File: config.mk
export PLATFORM = sky130hd
export DESIGN_NAME = fdl_irq_unit
export DESIGN_NICKNAME = d
export VERILOG_FILES = /design/src/rtl/fdl_irq_pkg.sv /design/src/rtl/fdl_level_decode.sv /design/src/rtl/fdl_event_latch.sv /design/src/rtl/fdl_reg_port.sv /design/src/rtl/fdl_irq_unit.sv
export SDC_FILE = /design/constraint.sdc
export NUM_CORES = 1
export LEC_CHECK = 0
export BUFFER_PORTS_ARGS = -buffer_cell sky130_fd_sc_hd__buf_2
export CAP_MARGIN = 40
export CORE_MARGIN = 2
export CORE_UTILIZATION = 41
export DETAILED_ROUTE_END_ITERATION = 10
export PLACE_DENSITY = 0.76
export REMOVE_ABC_BUFFERS = 1
export SKIP_CTS_REPAIR_TIMING = 1
export SYNTH_ARGS = -nofsm -noshare
export SYNTH_HDL_FRONTEND = slang
export SYNTH_HIERARCHICAL = 1
export SYNTH_SLANG_ARGS = --single-unit
File: constraint.sdc
create_clock -name clk -period 1.07 [get_ports clk]
set_input_delay 0.107 -clock clk [delete_from_list [all_inputs] [get_ports clk]]
set_output_delay 0.107 -clock clk [all_outputs]
set_load 0.05 [all_outputs]
File: src/rtl/fdl_irq_pkg.sv
package fdl_irq_pkg;
  localparam int unsigned STAT_W = 8;
  localparam int unsigned EV_N   = 4;

  // Field order is MSB first, so the packed layout fixes the bit positions.
  typedef struct packed {
    logic code_chg;   // 7
    logic pkt_end;    // 6
    logic pkt_start;  // 5
    logic rx_half;    // 4
    logic rx_ne;      // 3
    logic tx_half;    // 2
    logic tx_nf;      // 1
    logic msg_end;    // 0
  } fdl_stat_t;

  // Index of each source in the event-latch vector
  localparam int unsigned EV_CODE  = 3;
  localparam int unsigned EV_PEND  = 2;
  localparam int unsigned EV_PSTRT = 1;
  localparam int unsigned EV_MEND  = 0;
endpackage

File: src/rtl/fdl_level_decode.sv
module fdl_level_decode #(
  parameter int unsigned DEPTH = 16,
  localparam int unsigned LVL_W = $clog2(DEPTH + 1)
) (
  input  logic             clk,
  input  logic             rst_n,
  input  logic [LVL_W-1:0] rx_level,
  input  logic [LVL_W-1:0] tx_level,
  output logic             rx_half,
  output logic             rx_ne,
  output logic             tx_half,
  output logic             tx_nf
);
  localparam int unsigned HALF = DEPTH / 2;

  assign rx_half = rx_level > LVL_W'(HALF);
  assign rx_ne   = rx_level != '0;
  assign tx_half = tx_level < LVL_W'(HALF);
  assign tx_nf   = tx_level < LVL_W'(DEPTH);

  // Input assumption: occupancy never exceeds the FIFO depth
  assert_rx_level_range_R2: assert property (@(posedge clk) disable iff (!rst_n)
    rx_level <= LVL_W'(DEPTH));
  assert_tx_level_range_R4: assert property (@(posedge clk) disable iff (!rst_n)
    tx_level <= LVL_W'(DEPTH));
endmodule

File: src/rtl/fdl_event_latch.sv
module fdl_event_latch #(
  parameter int unsigned N = 4
) (
  input  logic         clk,
  input  logic         rst_n,
  input  logic [N-1:0] pulse,
  input  logic         clr,
  output logic [N-1:0] q
);
  for (genvar i = 0; i < N; i++) begin : g_bit
    always_ff @(posedge clk or negedge rst_n) begin
      if (!rst_n)
        q[i] <= 1'b0;
      else
        q[i] <= (q[i] & ~clr) | pulse[i];
    end

    assert_event_kept_R7: assert property (@(posedge clk) disable iff (!rst_n)
      pulse[i] |=> q[i]);
    assert_clear_on_read_R6: assert property (@(posedge clk) disable iff (!rst_n)
      (clr && !pulse[i]) |=> !q[i]);
    assert_hold_R5: assert property (@(posedge clk) disable iff (!rst_n)
      (!clr && !pulse[i]) |=> $stable(q[i]));
  end
endmodule

File: src/rtl/fdl_reg_port.sv
module fdl_reg_port #(
  parameter int unsigned ADDR_W    = 4,
  parameter int unsigned STAT_ADDR = 1,
  parameter int unsigned MASK_ADDR = 2,
  parameter int unsigned DATA_W    = 8
) (
  input  logic              clk,
  input  logic              rst_n,
  input  logic [ADDR_W-1:0] addr,
  input  logic              wr,
  input  logic              rd,
  input  logic [DATA_W-1:0] wdata,
  input  logic [DATA_W-1:0] stat,
  output logic [DATA_W-1:0] rdata,
  output logic              stat_rd,
  output logic [DATA_W-1:0] mask
);
  logic hit_stat, hit_mask;
  assign hit_stat = addr == ADDR_W'(STAT_ADDR);
  assign hit_mask = addr == ADDR_W'(MASK_ADDR);
  assign stat_rd  = rd && hit_stat;

  always_ff @(posedge clk or negedge rst_n) begin
    if (!rst_n)
      mask <= '0;
    else if (wr && hit_mask)
      mask <= wdata;
  end

  always_comb begin
    rdata = '0;
    if (rd) begin
      if (hit_stat)      rdata = stat;
      else if (hit_mask) rdata = mask;
    end
  end

  assert_unmapped_zero_R11: assert property (@(posedge clk) disable iff (!rst_n)
    (rd && !hit_stat && !hit_mask) |-> (rdata == '0));
  assert_mask_write_R8: assert property (@(posedge clk) disable iff (!rst_n)
    (wr && hit_mask) |=> (mask == $past(wdata)));
  assert_mask_hold_R10: assert property (@(posedge clk) disable iff (!rst_n)
    !(wr && hit_mask) |=> $stable(mask));
endmodule

File: src/rtl/fdl_irq_unit.sv
module fdl_irq_unit
  import fdl_irq_pkg::*;
#(
  parameter int unsigned DEPTH     = 16,
  parameter int unsigned ADDR_W    = 4,
  parameter int unsigned STAT_ADDR = 1,
  parameter int unsigned MASK_ADDR = 2,
  localparam int unsigned LVL_W    = $clog2(DEPTH + 1)
) (
  input  logic              clk,
  input  logic              rst_n,
  input  logic [ADDR_W-1:0] reg_addr,
  input  logic              reg_wr,
  input  logic              reg_rd,
  input  logic [7:0]        reg_wdata,
  output logic [7:0]        reg_rdata,
  input  logic              ev_code_chg,
  input  logic              ev_pkt_end,
  input  logic              ev_pkt_start,
  input  logic              ev_msg_end,
  input  logic [LVL_W-1:0]  rx_level,
  input  logic [LVL_W-1:0]  tx_level,
  output logic              irq_n
);
  fdl_stat_t         stat;
  logic [STAT_W-1:0] stat_vec, mask;
  logic [EV_N-1:0]   ev_pulse, ev_q;
  logic              stat_rd;
  logic              rx_half, rx_ne, tx_half, tx_nf;

  always_comb begin
    ev_pulse           = '0;
    ev_pulse[EV_CODE]  = ev_code_chg;
    ev_pulse[EV_PEND]  = ev_pkt_end;
    ev_pulse[EV_PSTRT] = ev_pkt_start;
    ev_pulse[EV_MEND]  = ev_msg_end;
  end

  fdl_event_latch #(.N(EV_N)) u_events (
    .clk(clk), .rst_n(rst_n), .pulse(ev_pulse), .clr(stat_rd), .q(ev_q)
  );

  fdl_level_decode #(.DEPTH(DEPTH)) u_levels (
    .clk(clk), .rst_n(rst_n), .rx_level(rx_level), .tx_level(tx_level),
    .rx_half(rx_half), .rx_ne(rx_ne), .tx_half(tx_half), .tx_nf(tx_nf)
  );

  always_comb begin
    stat.code_chg  = ev_q[EV_CODE];
    stat.pkt_end   = ev_q[EV_PEND];
    stat.pkt_start = ev_q[EV_PSTRT];
    stat.rx_half   = rx_half;
    stat.rx_ne     = rx_ne;
    stat.tx_half   = tx_half;
    stat.tx_nf     = tx_nf;
    stat.msg_end   = ev_q[EV_MEND];
  end
  assign stat_vec = stat;

  fdl_reg_port #(
    .ADDR_W(ADDR_W), .STAT_ADDR(STAT_ADDR), .MASK_ADDR(MASK_ADDR), .DATA_W(STAT_W)
  ) u_regs (
    .clk(clk), .rst_n(rst_n), .addr(reg_addr), .wr(reg_wr), .rd(reg_rd),
    .wdata(reg_wdata), .stat(stat_vec), .rdata(reg_rdata),
    .stat_rd(stat_rd), .mask(mask)
  );

  assign irq_n = ~|(stat_vec & mask);

  assert_irq_masked_R9: assert property (@(posedge clk) disable iff (!rst_n)
    (mask == '0) |-> irq_n);
  assert_irq_quiet_R12: assert property (@(posedge clk) disable iff (!rst_n)
    (ev_q == '0 && (mask & 8'h1E) == '0) |-> irq_n);
endmodule

**Yosys cells after proc, flatten, opt, wreduce, memory -nomap -nowiden**

Index checks and enable logic that the tools add are counted.

- Bits in registers: 12
- Input port bits: 30
- Output and inout bits: 9
- Word-level logic and storage cells: 28

- Order comparisons: 3
- Equality and inequality tests: 2
- Mux-type cells: 3
- Bitwise logic cells: 10
- Reduce and logical (&&, ||, !) cells: 5

Operators by type and width:

| cell | count |
|---|---|
| $mux 8 | 3 |
| $and 8x8->8 | 1 |
| $reduce_or 8->1 | 1 |
| $gt 5x4->1 const B | 1 |
| $lt 5x4->1 const B | 1 |
| $lt 5x5->1 const B | 1 |
| $reduce_bool 5->1 | 1 |
| $and 1x1->1 | 4 |
| $eq 4x1->1 const B | 1 |
| $eq 4x2->1 const B | 1 |
| $or 1x1->1 | 4 |
| $logic_and 1x1->1 | 2 |
| $logic_not 1->1 | 1 |
| $not 1->1 | 1 |

**Depth between registers and ports, before layout**

- Word-level depth: 5
- Depth in mapped cells: 5
- Mapped depth without buffers: 4

**Cells and area by module**

The synthesis kept the hierarchy.

By module, submodules not included:

| module | times used | cells an instance | area each (µm²) | sequential area each (µm²) |
|---|---|---|---|---|
| fdl_reg_port | 1 | 31 | 446.7 | 200.2 |
| fdl_event_latch | 1 | 9 | 133.9 | 100.1 |
| fdl_irq_unit | 1 | 5 | 38.8 | 0.0 |
| fdl_level_decode | 1 | 7 | 36.3 | 0.0 |

**Worst setup path after synthesis**

OpenSTA, ideal clock, no wires.

- Path kind: in2out
- Start: input rx_level[1]
- End: output irq_n
- Data arrival time: 1.055 ns
- Data required time: 0.963 ns
- Setup slack: -0.092 ns
- Cell stages on the path: 4
- Buffers on the path: 0
- Cells stage by stage: nor4_2 nor2_1 a22oi_1 and4_1

- Word-level cells in the longest chain between the ends: 4
- Elaborated cells between the ends (all ways): 5
- Those cells by class: order compare: 1; bitwise: 1; reduce/logical: 3

Ends and longest elaborated chain:

| item | RTL line | source |
|---|---|---|
| from (decl) | fdl_irq_unit.sv:21 | `input logic [LVL_W-1:0] rx_level,` |
| $gt 5x4->1 | fdl_level_decode.sv:16 | `assign rx_half = rx_level > LVL_W'(HALF);` |
| via rx_half | fdl_irq_unit.sv:29 | `logic rx_half, rx_ne, tx_half, tx_nf;` |
| $and 8x8->8 | fdl_irq_unit.sv:68 | `assign irq_n = ~\|(stat_vec & mask);` |
| $reduce_or 8->1 | fdl_irq_unit.sv:68 |  |
| $logic_not 1->1 | fdl_irq_unit.sv:68 |  |
| to (decl) | fdl_irq_unit.sv:23 | `output logic irq_n` |

The timed path passes the listed nets, and every way through them passes these cells.

**Worst setup path in the final report**

- Start: register u_events.q[0]
- End: output irq_n

- Word-level cells in the longest chain between the ends: 3

Ends and longest elaborated chain:

| item | RTL line | source |
|---|---|---|
| from (decl) | fdl_event_latch.sv:8 | `output logic [N-1:0] q` |
| from (signal, indexed assignment) | fdl_event_latch.sv:15 | `q[i] <= (q[i] & ~clr) \| pulse[i];` |
| $and 8x8->8 | fdl_irq_unit.sv:68 |  |
| $reduce_or 8->1 | fdl_irq_unit.sv:68 |  |
| $logic_not 1->1 | fdl_irq_unit.sv:68 |  |

Every way passes these cells.

==> reports/results.md <==
Yosys
- leading post-synthesis cells by instance count: sky130_fd_sc_hd__dfrtp_1, sky130_fd_sc_hd__a22o_2, sky130_fd_sc_hd__mux2_2
- number of synthesized flops with an enable pin: 0
- Synth Instances: 52
- post-synthesis area per instance: 12.61 um2
- warnings from Yosys: 6
- count of cell types in the netlist: 18
- part of the Yosys area used for sequential elements: 45.80%
- async set or reset register ratio after synthesis: 100.0%
- synthesized cell area: 655.6 um2
- most area-hungry cell type in the Yosys netlist: sky130_fd_sc_hd__dfrtp_1
- most common cell in the synthesized netlist: sky130_fd_sc_hd__dfrtp_1
- top cell type's share of synthesized area: 45.80%
- count of state elements after synthesis: 12
- largest cells by area after synthesis: sky130_fd_sc_hd__dfrtp_1, sky130_fd_sc_hd__mux2_2, sky130_fd_sc_hd__a22o_2
- top_reg_cell synth: sky130_fd_sc_hd__dfrtp_1

Finish
- final instance area: 1179 um2
- Final Instance Count excl. Fillers: 125
- nets: 141
- post-synthesis to final-layout area growth: 79.77%
- diodes inserted: 0
- fill cell count: 90
- layout cell share with drive strength beyond 1: 73.39%

Pwr
- power share of the sequential group: 45.1%
- switching pwr: 363.2 uW
- switching power as a share of total power: 28.25%
- static leakage power: 0.0005837 uW
- power density over the cells: 1091 nW/um2
- part of the total power dissipated in the clock network: 20.2%
- Comb pwr share: 34.7%
- internal power: 922.2 uW
- VDD IR max: 797.7 uV

Hold path
- Min-Delay Endpoint: u_events/q[1]
- worst min-delay path class: in -> reg
- Min-Delay Startpoint: ev_pkt_start
- number of cells on the worst hold path: 2

Floorplan
- num rows: 14
- initial cell density of the core: 43.52%
- Die Y: 43.99 um
- total die area: 1935 um2
- I/O pin count: 39
- area of the core region: 1506 um2
- width of the die: 43.99 um

Place
- DP Wirelength: 1303 um
- placed instance area: 963.4 um2
- number of buffers inserted by port buffering: 35
- worst setup slack after placement: -184.3 ps
- # placed instances: 119
- final RePlAce weighted congestion: 0.7407

Global route
- maximum number of pins on one net before global-route repair: 13
- GR Util All Layers: 18.43%
- antenna violations before repair: 0
- first-pass GRT wire length: 2573 um
- global route overflow: 0
- via count of the first global-routing pass: 638

Worst setup path
- endpoint class of the critical path: output pin
- FF-to-FF path depth: 3
- Startpoint Class: flop
- origin of the critical flop-to-flop path: u_events/q[3]
- WS Path Type: reg -> out
- data required time of the worst path: 960 ps
- CP Max Fanout: 2
- CP Data Arrival Time: 1250 ps
- Critical R2R Capture: u_events/q[3]
- setup slack of the worst register-to-register path: 150 ps

Clock network
- CTS tree: built
- number of buffers created by CTS: 3
- CTS Root Cell: sky130_fd_sc_hd__clkbuf_4
- Sink Count: 12
- CTS Buffer Depth: 2
- Worst-Skew Late Latency: 270 ps
- clock slew seen by the registers of the worst setup and hold paths: 70 ps
- H-tree depth: 1

Timing
- max frequency: 735.0 MHz
- total negative slack for setup checks: -1726 ps
- worst-case setup margin in the final layout: -290.6 ps
- worst slew slack as a fraction of its limit: 82.67%
- Min Clock Period, post-route: 1361 ps
- slew at the pin closest to its max-slew limit: 259.9 ps
- setup repair after global routing missed its margin: yes
- pins over their slew limit: 0
- post-route clock period utilization: 127.2%
- Setup Skew: 0 ps
- final hold violation count: 0
- setup violation total in the final timing report: 9

Detailed routing
- drt via density: 5.272
- final antenna-violating net count: 0
- average routed wire per standard cell: 14.30 um
- total number of vias: 659
- detailed-routing iteration count for the pre-antenna-repair pass: 4
- drt initial violations: 15
- detailed-route DRC error count: 0
- Routed Wire Length: 1787 um

Outcome
- violations in the final reports: negative setup slack
- result of the run: complete, but fails checks

Run
- Max Cap Viol: 0

==> how the worst max path moves through the flow <==
stage	slack, ps	cells past startpoint	from	endpoint
2_1_floorplan	-90	4	rx_level[1]	irq_n
3_3_place_gp	-160	6	rx_level[1]	irq_n
3_5_place_dp	-180	6	rx_level[1]	irq_n
4_1_cts	-420	3	u_events/q[0]	irq_n
5_1_grt	-360	3	u_regs/mask[0]	irq_n
6_report	-290	3	u_events/q[0]	irq_n
==> registers in the layout (all words and copies together) (netlist names) <==
name	cells
u_events/q	4
u_regs/mask	8
==> area by class of cell <==
class                      instances  area, um2  area share, %
timing repair buffer              56      447.9          38.00
multi-input combinational         36      380.4          32.27
sequential                        12      300.3          25.48
clock buffer                       3      22.52          1.911
tap                               16      20.02          1.699
inverter                           2      7.507         0.6369
==> metrics by stage <==
step / utilization (%) / hold WS, ps / power (uW)
final: 78.24 / 12.33 / 1285
after global routing: 78.24 / 1.981 / 1377
after CTS: 65.45 / -303.8 / 1214
after detailed placement: 63.95 / -4.505 / 944.4
after global placement: 63.95 / -8.844 / 931.2
after floorplan: - / -188.6 / 746.8
==> worst max-delay path: stages, from the launching register on <==
cell and delay (ps):
sky130_fd_sc_hd__dfrtp_1 410, sky130_fd_sc_hd__a22oi_2 190, sky130_fd_sc_hd__and4_1 220, sky130_fd_sc_hd__buf_6 160
==> power by group through the flow <==
stage	logic (uW)	registers [uW]	clock network (uW)
floorplan	171	575	0
global placement	356	575	0
detailed placement	367	578	0
CTS	368	568	278
global route	481	591	306
finish	446	579	260
==> cells in the final DEF, fill, tap and decap left out <==
cell / count
sky130_fd_sc_hd__buf_2: 24
sky130_fd_sc_hd__buf_4: 14
sky130_fd_sc_hd__dfrtp_1: 12
sky130_fd_sc_hd__buf_6: 10
sky130_fd_sc_hd__mux2_2: 8
sky130_fd_sc_hd__buf_8: 6
sky130_fd_sc_hd__a22o_4: 6
sky130_fd_sc_hd__a21o_1: 4
sky130_fd_sc_hd__clkbuf_4: 3
sky130_fd_sc_hd__nor2_1: 3
sky130_fd_sc_hd__a22oi_2: 2
sky130_fd_sc_hd__a22oi_1: 2
sky130_fd_sc_hd__dlygate4sd3_1: 2
sky130_fd_sc_hd__a22o_2: 2
sky130_fd_sc_hd__and4_1: 1
sky130_fd_sc_hd__inv_2: 1
sky130_fd_sc_hd__nor3_1: 1
sky130_fd_sc_hd__nand2_1: 1
sky130_fd_sc_hd__inv_1: 1
sky130_fd_sc_hd__nor4_2: 1
sky130_fd_sc_hd__nor2_2: 1
sky130_fd_sc_hd__and4b_1: 1
sky130_fd_sc_hd__nor2b_4: 1
sky130_fd_sc_hd__and3_1: 1
sky130_fd_sc_hd__nand3_4: 1
==> metal layers <==
metal,vias to the layer above,global-route usage (%),part of all wire (%)
li1,319,-,-
met2,22,34.71,52
met3,0,7.500,6.0
met5,-,0,0
met4,0,3.636,0
met1,318,18.88,41
==> logic make-up (layout without fill, tap and decap cells) <==
family	Yosys count	after routing	share of synthesized area (%)
AOI/OAI and AO/OA	16	16	21.37
DFF	12	12	45.80
and+or+nand+nor	12	12	14.50
muxes	8	8	13.74
buffers and inverters	4	61	4.579
Power figures use the tool's default switching activity.
